File: config.mk
export PLATFORM = sky130hd
export DESIGN_NAME = dpa_arbiter
export DESIGN_NICKNAME = d
export VERILOG_FILES = /design/src/rtl/dpa_pkg.sv /design/src/rtl/dpa_chan.sv /design/src/rtl/dpa_pick.sv /design/src/rtl/dpa_arbiter.sv
export SDC_FILE = /design/constraint.sdc
export NUM_CORES = 1
export LEC_CHECK = 0
export BUFFER_PORTS_ARGS = -buffer_cell sky130_fd_sc_hd__buf_4
export CAP_MARGIN = 20
export CORE_MARGIN = 10
export CORE_UTILIZATION = 25
export CTS_BUF_LIST = sky130_fd_sc_hd__clkbuf_4 sky130_fd_sc_hd__clkbuf_8 sky130_fd_sc_hd__clkbuf_16
export CTS_CLUSTER_DIAMETER = 150
export DETAILED_ROUTE_END_ITERATION = 8
export SLEW_MARGIN = 0
export SYNTH_ARGS = -nofsm -noshare
export SYNTH_HDL_FRONTEND = slang
export SYNTH_SLANG_ARGS = --single-unit
File: constraint.sdc
create_clock -name clk -period 1.95 [get_ports clk]
set_input_delay 0.2925 -clock clk [delete_from_list [all_inputs] [get_ports clk]]
set_output_delay 0.2925 -clock clk [all_outputs]
set_load 0.02 [all_outputs]
File: src/rtl/dpa_pkg.sv
package dpa_pkg;
   localparam int NUM_CH = 2;

   typedef enum logic {
      CH_A = 1'b0,
      CH_B = 1'b1
   } ch_id_t;
endpackage

File: src/rtl/dpa_chan.sv
module dpa_chan #(
   parameter int CNT_W = 8
) (
   input  logic             clk,
   input  logic             rst,
   input  logic             start_i,
   input  logic [CNT_W-1:0] len_i,
   input  logic             term_en_i,
   input  logic             term_i,
   input  logic             req_i,
   input  logic             clr_i,
   input  logic             done_i,
   input  logic             err_i,
   output logic             elig_o,
   output logic             active_o,
   output logic             irq_o,
   output logic             err_o
);
   localparam logic [CNT_W-1:0] ONE = CNT_W'(1);

   logic             active_q, irq_q, err_q, term_q;
   logic [CNT_W-1:0] cnt_q;
   logic             term_hit, last_done, err_end, start_ok, end_evt;

   assign term_hit  = term_i & ~term_q & term_en_i & active_q;
   assign err_end   = done_i & err_i & active_q;
   assign last_done = done_i & ~err_i & active_q & (cnt_q == ONE);
   assign end_evt   = term_hit | err_end | last_done;
   assign start_ok  = start_i & ~active_q & (len_i != '0);

   always_ff @(posedge clk) begin
      if (rst) begin
         active_q <= 1'b0;
         irq_q    <= 1'b0;
         err_q    <= 1'b0;
         term_q   <= 1'b0;
         cnt_q    <= '0;
      end else begin
         term_q <= term_i;
         if (end_evt) begin
            active_q <= 1'b0;
         end else if (start_ok) begin
            active_q <= 1'b1;
         end
         if (start_ok) begin
            cnt_q <= len_i;
         end else if (done_i && active_q) begin
            cnt_q <= cnt_q - ONE;
         end
         if (end_evt) begin
            irq_q <= 1'b1;
         end else if (clr_i) begin
            irq_q <= 1'b0;
         end
         if (err_end && !term_hit) begin
            err_q <= 1'b1;
         end else if (clr_i && !end_evt) begin
            err_q <= 1'b0;
         end
      end
   end

   assign elig_o   = active_q & req_i;
   assign active_o = active_q;
   assign irq_o    = irq_q;
   assign err_o    = err_q;
endmodule

File: src/rtl/dpa_pick.sv
module dpa_pick
   import dpa_pkg::*;
(
   input  logic [NUM_CH-1:0] elig_i,
   input  logic [NUM_CH-1:0] prio_i,
   input  ch_id_t            turn_i,
   output logic              valid_o,
   output ch_id_t            ch_o
);
   always_comb begin
      valid_o = |elig_i;
      ch_o    = turn_i;
      unique case (elig_i)
         2'b01:   ch_o = CH_A;
         2'b10:   ch_o = CH_B;
         2'b11: begin
            if (prio_i[0] != prio_i[1]) begin
               ch_o = prio_i[1] ? CH_B : CH_A;
            end else begin
               ch_o = turn_i;
            end
         end
         default: ch_o = turn_i;
      endcase
   end
endmodule

File: src/rtl/dpa_arbiter.sv
module dpa_arbiter
   import dpa_pkg::*;
#(
   parameter int CNT_W = 8
) (
   input  logic             clk,
   input  logic             rst,
   input  logic [1:0]       start_i,
   input  logic [CNT_W-1:0] len_i,
   input  logic [1:0]       term_en_i,
   input  logic [1:0]       prio_i,
   input  logic [1:0]       req_i,
   input  logic [1:0]       term_i,
   input  logic [1:0]       irq_clr_i,
   input  logic             cyc_done_i,
   input  logic             cyc_err_i,
   output logic             cyc_req_o,
   output logic             cyc_ch_o,
   output logic [1:0]       active_o,
   output logic [1:0]       irq_o,
   output logic [1:0]       err_o
);
   if (CNT_W < 1 || CNT_W > 32) begin : g_bad_cnt_w
      $error("dpa_arbiter: CNT_W must lie in 1..32");
   end
   if (NUM_CH != 2) begin : g_bad_num_ch
      $error("dpa_arbiter: exactly two channels are supported");
   end

   logic [NUM_CH-1:0] elig;
   logic              busy_q;
   ch_id_t            own_q, turn_q, pick_ch;
   logic              pick_valid, grant, finish;

   assign grant  = ~busy_q & pick_valid;
   assign finish = busy_q & cyc_done_i;

   dpa_pick pick_i (
      .elig_i  (elig),
      .prio_i  (prio_i),
      .turn_i  (turn_q),
      .valid_o (pick_valid),
      .ch_o    (pick_ch)
   );

   for (genvar c = 0; c < NUM_CH; c++) begin : g_ch
      logic chan_done;
      assign chan_done = finish & (own_q == ch_id_t'(c));

      dpa_chan #(.CNT_W(CNT_W)) chan_i (
         .clk       (clk),
         .rst       (rst),
         .start_i   (start_i[c]),
         .len_i     (len_i),
         .term_en_i (term_en_i[c]),
         .term_i    (term_i[c]),
         .req_i     (req_i[c]),
         .clr_i     (irq_clr_i[c]),
         .done_i    (chan_done),
         .err_i     (cyc_err_i),
         .elig_o    (elig[c]),
         .active_o  (active_o[c]),
         .irq_o     (irq_o[c]),
         .err_o     (err_o[c])
      );
   end

   always_ff @(posedge clk) begin
      if (rst) begin
         busy_q <= 1'b0;
         own_q  <= CH_A;
         turn_q <= CH_A;
      end else if (grant) begin
         busy_q <= 1'b1;
         own_q  <= pick_ch;
         turn_q <= (pick_ch == CH_A) ? CH_B : CH_A;
      end else if (finish) begin
         busy_q <= 1'b0;
      end
   end

   assign cyc_req_o = busy_q;
   assign cyc_ch_o  = own_q;
endmodule

==> flow_summary.toml, run 1 <==
[global_routing]
grt_use_met2_pct = 14.3
gr-total-overflow = 0
grt_usage_pct = 8.37
grt_max_degree = 29
use_met1_pct = 9.44
grt_antenna_before_repair = 0
use_met3_pct = 2.33
busiest_layer = "met2"
grt_pass1_vias = 1353
grt_pass1_wl_um = 6170

[clock_tree]
cts_made_buffers = 3
cts_sinks = 27
cts.htree.levels = 1
cts_tree = "done"
clk_latency_ns = 0.27
postCtsSetupBuffers = 0
clock_path_buffers = 2
cts.repair.resized = 0
cts_root_buf = "clkbuf_8"
hold_buffers = 0
path_clk_slew_ns = 0.09

[logic_synthesis]
syn_area_per_cell_um2 = 8.35
synth_fp_nets = 202
synthArstFlopShare_pct = 0
yosys_most_used_dff = "dfxtp_1"
synth_area_leaders = "dfxtp_1, nand2_1, a31oi_1"
netlist_area_mm2 = 0.00145
ys_ff_latch = 27
synth_seq_area_share_pct = 37.2
yosysWarnings = 0
synth.distinct_cells = 44
synth.most_common_cell = "dfxtp_1"
synth_cells = 174
yosysTopAreaCell = "dfxtp_1"
synth_edf_count = 0
synthTopCellsByCount = "dfxtp_1, nand2_1, a31oi_1"
yosys.area.top_type_share_pct = 37.2

[floorplan]
fp.dieW_um = 96.2
die_h_um = 96.2
die_area_mm2 = 0.00926
fp.coreArea_mm2 = 0.00557
initial_utilization_pct = 26.1
ios = 32
fp-row-count = 27

[timing]
hold_ws_ns = 0.234
slew_headroom_pct = 64.2
finClkSkew_ns = 0.00166
drv_slew = 0
hold_viol_final = 0
setup_viol_count_final = 0
post-route-min-period_ns = 1.65
rsz0062_at_grt = "false"
timing.fmax_mhz = 605
worst_slew_pin_slew_ns = 0.536
fin_crit_sh_pct = 84.8
setup_tns_ns = 0

[pwr]
p_per_area_mw_per_mm2 = 672
p_int_mw = 0.853
power_frac_seq_pct = 52.8
swShare_pct = 27.9
power_frac_clock_pct = 28.8
power_frac_comb_pct = 18.4
peakVddDrop_v = 0.000280
switchingPower_mw = 0.330
leakage_nw = 0.662
fin_total_pwr_mw = 1.18

[detailed_routing]
vias = 1352
wire_per_inst_um = 13.8
drt-initial-drc-count = 59
via_per_inst = 5.04
drtAntennaViolNets = 0
drc = 0
wl_um = 3710
drt_first_pass_iters = 4

[finish]
multi_input_area_um2 = 806
layout-drive-gt1-share_pct = 22.4
area.sequential_um2 = 541
fill_cells = 612
areaGrowthSynthToFinish_pct = 21.1
n_antenna_cell = 0
nNetsFinal = 225

[outcome]
status = "finished clean"

[critical_path]
cp.required_ns = 2.16
cp_max_fo = 11
critPathLaunchType = "flip-flop"
critPathMaxStageDelay_ns = 0.51
cp-end-kind = "flip-flop"
cpMaxStageDelayCell = "dfxtp_1"
crit_chain = "and4b_1 > nand2_1 > or4_1 > a31oi_1"
path_class = "flip-flop to flip-flop"
arrival_ns = 1.86

[place]
gp_congestion = 0.823
portBuffers = 31
dp_hpwl_um = 2890

[hold_path]
min-delay-path-class = "primary input to flip-flop"

[run]
drv_cap = 0
==> kinds of logic after synthesis <==
| logic type | after synthesis | share of synthesized area (%) |
|---|---|---|
| flops | 27 | 37.2 |
| buf+inv | 21 | 7.32 |
| mux | 1 | 0.689 |
| compound gates | 52 | 24.3 |
| fa+ha+maj | 5 | 4.13 |
| simple gates | 68 | 26.4 |
==> cell type report <==
cell class              instances  area share, %
repair buffers                 34           14.5
flip-flops and latches         27           30.7
clock buffers                   4           2.77
well taps                      72           5.12
inverters                       5           1.07
multi-input cells             126           45.8
==> per-stage QoR <==
step | instance area (um^2) | std cells | utilization [%] | setup slack (ns)
finish | 1760 | 268 | 31.6 | 0.297
global route | 1760 | 268 | 31.6 | 0.117
CTS | 1760 | 268 | 31.6 | 0.287
detailed placement | 1710 | 264 | 30.7 | 0.217
global placement | 1710 | 264 | 30.7 | 0.271
floorplan | 1450 | 174 | - | 0.279
==> critical path, delay by kind of cell, from the launching register on <==
| family | cells | cell delay, ns |
|---|---|---|
| and+or+nand+nor | 3 | 0.92 |
| DFF | 1 | 0.51 |
| AOI/OAI and AO/OA | 1 | 0.16 |
==> power groups by stage <==
stage               registers (mW)  logic (mW)  clock network, mW
floorplan                    0.628       0.145                  0
global placement             0.636       0.220                  0
detailed placement           0.636       0.220                  0
CTS                          0.624       0.221              0.355
global route                 0.630       0.245              0.371
finish                       0.624       0.218              0.340
==> flip-flops by register name, indices dropped and copies added (netlist names) <==
name and flops:
g_ch.chan_i.cnt_q 16, cyc_req_o 1, g_ch.chan_i.active_o 2, g_ch.chan_i.err_o 2, turn_q 1, cyc_ch_o 1
g_ch.chan_i.term_q 2, g_ch.chan_i.irq_o 2
==> layer usage <==
metal	wire length, um	vias up
li1	-	695
met1	1650	631
met2	1820	20
met3	166	6
met4	74	0
met5	0	-
==> path summary, 6_finish.rpt <==
path | from | end | slack [ns] | cells after the start
hold reg to reg | turn_q | turn_q | 0.49 | 2
setup reg to reg | cyc_req_o | g_ch[0].chan_i.cnt_q[4] | 0.30 | 4
hold / removal | term_i[0] | g_ch[0].chan_i.term_q | 0.23 | 2
setup / recovery | cyc_req_o | g_ch[0].chan_i.cnt_q[4] | 0.30 | 4
==> placed cells by master (no fill, tap or decap), types with 3 or more instances in the layout <==
| cell type | instances |
|---|---|
| nand2_1 | 19 |
| a32oi_1 | 4 |
| a21oi_1 | 8 |
| inv_1 | 5 |
| a31oi_1 | 10 |
| nor4_1 | 3 |
| nor2b_1 | 4 |
| nand3_1 | 8 |
| and4b_1 | 3 |
| nor3_1 | 3 |
| nand4b_1 | 3 |
| ha_1 | 4 |
| o21ai_0 | 9 |
| nand4_1 | 3 |
| clkbuf_8 | 3 |
| dfxtp_1 | 27 |
| o22ai_1 | 5 |
| nor2_1 | 8 |
| buf_4 | 34 |
No activity file was read; power rests on OpenSTA's default activity.
==> inputs of run 2 (changes only) <==
--- a/config.mk
+++ b/config.mk
@@ -5,6 +5,7 @@
 export SDC_FILE = /design/constraint.sdc
 export NUM_CORES = 1
 export LEC_CHECK = 0
+export ABC_AREA = 1
 export BUFFER_PORTS_ARGS = -buffer_cell sky130_fd_sc_hd__buf_4
 export CAP_MARGIN = 20
 export CORE_MARGIN = 10
==> constraint.sdc (replaced) <==
create_clock -name clk -period 1.4 [get_ports clk]
set_input_delay 0.21 -clock clk [delete_from_list [all_inputs] [get_ports clk]]
set_output_delay 0.21 -clock clk [all_outputs]
set_load 0.02 [all_outputs]
==> flow_summary.toml, run 2 <==
[finish]
layout_common_cells = "nand2_1, nor2_1, inv_1"
final_common_cell = "nand2_1"
largest_register = "g_ch.chan_i.cnt_q"
layout-drive-gt1-share_pct = 18.9
fin_area_mm2 = 0.00209
largest_reg_flops = 16
fill_cells = 727
nNetsFinal = 341
n_antenna_cell = 0
areaGrowthSynthToFinish_pct = 24.3

[timing]
worst_slew_pin_slew_ns = 0.415
slew_headroom_pct = 72.3
timing.fmax_mhz = 741
drv_slew = 0
fin_crit_sh_pct = 96.4
setup_viol_count_final = 0
hold_viol_final = 0
post-route-min-period_ns = 1.35
finClkSkew_ns = 0.00349

[floorplan]
ios = 32
fp-row-count = 29
fp.dieW_um = 102
die_area_mm2 = 0.0104
die_h_um = 102
fp.coreArea_mm2 = 0.00642
initial_utilization_pct = 26.1

[pwr]
power_frac_clock_pct = 25.2
p_per_area_mw_per_mm2 = 872
p_int_mw = 1.23
leakage_nw = 1.02
power_frac_seq_pct = 47.6
fin_total_pwr_mw = 1.82
power_frac_comb_pct = 27.1
switchingPower_mw = 0.587
peakVddDrop_v = 0.000393
swShare_pct = 32.2

[critical_path]
critPathLaunchType = "flip-flop"
path_class = "flip-flop to flip-flop"
cp.required_ns = 1.57
cp_num_buf_inv = 1
cpMaxStageDelayCell = "dfxtp_1"
arrival_ns = 1.52
worst_path_most_repeated_cell = "nor2_1"
crit_chain = "nand2_2 > nor2_1 > buf_4 > nand2_1 > o21ai_0 > nor2_1 > nor2_1 > nor2_1"
critPathMaxStageDelay_ns = 0.35
cp_top_family = "simple AND/OR/NAND/NOR gates"
cp_max_fo = 11
cp-end-kind = "flip-flop"

[logic_synthesis]
syn_area_per_cell_um2 = 6.04
yosysWarnings = 0
synth_fp_nets = 306
synth_cells = 278
synthArstFlopShare_pct = 0
synth_area_leaders = "dfxtp_1, nand2_1, nor2_1"
yosys.area.top_type_share_pct = 32.2
yosys_most_used_dff = "dfxtp_1"
netlist_area_mm2 = 0.00168
ys_ff_latch = 27
synth.most_common_cell = "nand2_1"
synth.distinct_cells = 23
synth_edf_count = 0
synth_seq_area_share_pct = 32.2
synthTopCellsByCount = "nand2_1, nor2_1, inv_1"
yosysTopAreaCell = "dfxtp_1"

[place]
placed_area_mm2 = 0.00200
gp_congestion = 0.883
portBuffers = 31
dp_hpwl_um = 3590

[global_routing]
grt_pass1_vias = 1606
grt_usage_pct = 8.72
grt_pass1_wl_um = 7440
grt_antenna_before_repair = 0
grt_max_degree = 20
gr-total-overflow = 0

[outcome]
status = "finished clean"

[detailed_routing]
drt_first_pass_iters = 4
drt-initial-drc-count = 99
wire_per_inst_um = 11.6
wl_um = 4520
drtAntennaViolNets = 0
via_per_inst = 4.46
drc = 0
vias = 1734

[clock_tree]
path_clk_slew_ns = 0.10
hold_buffers = 0
cts_made_buffers = 3
clock_path_buffers = 2
cts_tree = "done"
cts.htree.levels = 1
cts_root_buf = "clkbuf_8"
cts_sinks = 27
clk_latency_ns = 0.27

[hold_path]
min-delay-path-class = "primary input to flip-flop"

[run]
drv_cap = 0
## run 2: cell count changes after synthesis, moves of 5 or more
cell     delta
a21oi_1     +5
inv_1      +39
nand2_1    +53
a31oi_1     -9
o22ai_1     -5
nor2_1     +41
nand3_1    +15
## run 2: layer usage
layer / up-vias / share of wire, % / track usage (%)
met1: 783 / 42 / 9.94
met2: 21 / 54 / 16.1
li1: 924 / - / -
met3: 6 / 2.9 / 1.75
met4: 0 / 1.5 / 2.49
met5: - / 0 / 0
## run 2: cell type report
type / instances / area (um^2) / area share, %
Inverter: 44 / 165 / 7.91
Sequential cell: 27 / 546 / 26.1
Tap cell: 77 / 96.3 / 4.62
Clock buffer: 3 / 41.3 / 1.98
Timing Repair Buffer: 41 / 312 / 14.9
Multi-Input combinational cell: 196 / 922 / 44.2
Clock inverter: 1 / 5.00 / 0.240
## run 2: kinds of logic (layout without fill, tap and decap cells)
logic type	after synthesis	after routing	share of synthesized area, %
buf+inv	55	89	14.5
flops	27	27	32.2
fa+ha+maj	4	4	2.98
compound gates	34	34	11.1
simple gates	158	158	39.2
## run 2: path summary, 6_finish.rpt
path,startpoint,endpoint,slack (ns),cells after the start
min reg2reg,g_ch[0].chan_i.err_o,g_ch[0].chan_i.err_o,0.47,2
max,cyc_req_o,g_ch[1].chan_i.cnt_q[5],0.05,8
max reg2reg,cyc_req_o,g_ch[1].chan_i.cnt_q[5],0.05,8
min,term_i[0],g_ch[0].chan_i.term_q,0.14,3
## run 2: power by group through the flow
stage	Sequential (mW)	Combinational (mW)	Clock, mW
after floorplan	0.881	0.306	0
final	0.867	0.494	0.459
after global placement	0.883	0.467	0
after CTS	0.866	0.471	0.469
after detailed placement	0.883	0.469	0
after global routing	0.877	0.567	0.502
## run 2: per-stage QoR
step	instances	setup WS, ns	hold WS (ns)	util (%)	TNS (ns)
2_1_floorplan	278	0.0817	0.317	-	0
3_3_place_gp	384	0.0450	0.422	31.1	0
3_5_place_dp	384	0.0410	0.433	31.1	0
4_1_cts	388	0.0295	0.142	31.8	0
5_1_grt	389	-0.0254	0.156	32.5	-0.0254
6_report	389	0.0503	0.143	32.5	0
## run 2: what timing repair did
action                     in CTS  in global routing
gates resized for setup         0                 14
setup buffers                   0                  1
setup endpoints to repair       0                  9
## run 2: tightest hold or removal path, cell delays in order
cell and delay [ns]:
buf_4 0.08, inv_1 0.03, nor2_1 0.06
==> inputs of run 3 (changes only) <==
--- a/config.mk
+++ b/config.mk
@@ -5,12 +5,11 @@
 export SDC_FILE = /design/constraint.sdc
 export NUM_CORES = 1
 export LEC_CHECK = 0
-export ABC_AREA = 1
 export BUFFER_PORTS_ARGS = -buffer_cell sky130_fd_sc_hd__buf_4
 export CAP_MARGIN = 20
 export CORE_MARGIN = 10
 export CORE_UTILIZATION = 25
-export CTS_BUF_LIST = sky130_fd_sc_hd__clkbuf_4 sky130_fd_sc_hd__clkbuf_8 sky130_fd_sc_hd__clkbuf_16
+export CTS_BUF_LIST = sky130_fd_sc_hd__clkbuf_16
 export CTS_CLUSTER_DIAMETER = 150
 export DETAILED_ROUTE_END_ITERATION = 8
 export SLEW_MARGIN = 0
==> flow_summary.toml, run 3 (same netlist as run 1, synthesis figures left out) <==
[detailed_routing]
wl_met2_um = 1970
wl_um = 4120
vias = 1462
m1WireLength_um = 1890
wl_met3_um = 184
drt_first_pass_iters = 4
via_per_inst = 4.94
drc = 0
wire_per_inst_um = 13.9
drtAntennaViolNets = 0
drt-initial-drc-count = 46
top_layer = "met4"

[floorplan]
fp.dieW_um = 96.2
die_area_mm2 = 0.00926
fp-row-count = 27
fp.coreArea_mm2 = 0.00557
initial_utilization_pct = 26.1
ios = 32
die_h_um = 96.2

[finish]
largest_reg_flops = 16
layout_common_cells = "buf_4, dfxtp_1, nand2_1"
largest_register = "g_ch.chan_i.cnt_q"
final_common_cell = "buf_4"
fin_area_mm2 = 0.00205
nNetsFinal = 253
n_antenna_cell = 0
layout-drive-gt1-share_pct = 37.1
areaGrowthSynthToFinish_pct = 41.1

[place]
dp_hpwl_um = 3270
gp_congestion = 0.807
portBuffers = 31
place_ws_ns = -0.147
placed_area_mm2 = 0.00195

[clock_tree]
clock_path_buffers = 2
path_clk_slew_ns = 0.07
cts_root_buf = "clkbuf_16"
cts_tree = "done"
hold_buffers = 0
cts_made_buffers = 3
cts_sinks = 27
clk_latency_ns = 0.26
cts.htree.levels = 1

[hold_path]
whs_path_depth = 2
min-delay-path-class = "primary input to flip-flop"

[run]
drv_cap = 0

[critical_path]
critPathMaxStageDelay_ns = 0.56
crit_chain = "or4_4 > nor4b_4 > o21ai_2 > and4b_1"
cp-end-kind = "flip-flop"
cp_max_fo = 4
path_class = "flip-flop to flip-flop"
cp_top_family = "simple AND/OR/NAND/NOR gates"
cp_num_buf_inv = 0
cpMaxStageDelayCell = "or4_4"
ff2ff_path_depth = 4
cp.required_ns = 1.56
path_depth = 4
critPathLaunchType = "flip-flop"
arrival_ns = 1.73

[global_routing]
grt_pass1_vias = 1484
grt_pass1_wl_um = 6930
grt_max_degree = 16
grt_antenna_before_repair = 0
grt_usage_pct = 9.22
gr-total-overflow = 0

[pwr]
p_per_area_mw_per_mm2 = 936
leakage_nw = 0.825
peakVddDrop_v = 0.000377

[outcome]
status = "complete, but fails checks"
violations = "setup timing"

[timing]
fin_ws_ns = -0.169
setup_viol_count_final = 7
finClkSkew_ns = 0.00302
post-route-min-period_ns = 1.57
slew_headroom_pct = 76.6
timing.fmax_mhz = 637
worst_slew_pin_slew_ns = 0.348
fin_crit_sh_pct = 112
rsz0062_at_grt = "true"
hold_viol_final = 0
setup_tns_ns = -0.563
hold_ws_ns = 0.165
drv_slew = 0
## run 3: changes by cell type in the layout (fill, tap and decap cells not counted), moves of 4 or more
cell	before	now
nand2_1	71	18
nor2_1	48	8
inv_1	42	6
buf_4	40	62
nand3_1	23	8
a31oi_1	1	10
a21oi_1	13	8
o22ai_1	0	5
a32oi_1	0	4
nor2_2	4	0
nor2b_1	0	4
o21ai_1	4	0
## run 3: power by group
group | total (mW) | switching [mW] | leakage, nW | internal [mW]
Combinational | 0.402 | 0.193 | 0.559 | 0.209
Clock | 0.657 | 0.274 | 0.0423 | 0.383
Sequential | 0.860 | 0.0424 | 0.224 | 0.818
## run 3: worst register-to-register path, cell delays in order, from the launching register on
cell,delay [ns]
dfxtp_2,0.32
or4_4,0.56
nor4b_4,0.32
o21ai_2,0.08
and4b_1,0.19
## run 3: metal layers
metal / track usage, % / vias up
met5: 0 / -
met4: 2.70 / 0
met3: 2.33 / 8
met2: 16.0 / 29
met1: 10.9 / 675
li1: - / 750
## run 3: path summary, 6_finish.rpt
kind                                                 to                     from  slack [ns]
worst min register to register                   turn_q                   turn_q        0.48
worst max register to register  g_ch[0].chan_i.active_o  g_ch[0].chan_i.cnt_q[4]       -0.17
worst max-delay path            g_ch[0].chan_i.active_o  g_ch[0].chan_i.cnt_q[4]       -0.17
worst min-delay path              g_ch[1].chan_i.term_q                term_i[1]        0.17
## run 3: per-stage QoR
| stage | instances | utilization (%) | power, mW |
|---|---|---|---|
| after global placement | 292 | 35.0 | 1.27 |
| after global routing | 296 | 36.8 | 2.01 |
| final | 296 | 36.8 | 1.92 |
| after floorplan | 174 | - | 1.09 |
| after CTS | 296 | 36.4 | 1.93 |
| after detailed placement | 292 | 35.0 | 1.27 |
## run 3: final cells by class
cell class                 instances  area (um^2)
inverter                           5         18.8
fill                             581         3520
timing repair buffer              62          465
tap                               72         90.1
clock buffer                       3         75.1
clock inverter                     1         3.75
sequential                        27          548
multi-input combinational        126          848
## run 3: repair_timing
action	CTS	global route
endpoints found under the setup margin	7	9
buffers inserted	0	0
cloned	0	0
gates resized for setup	1	5
hold endpoints to repair	0	0
pin swaps	2	4
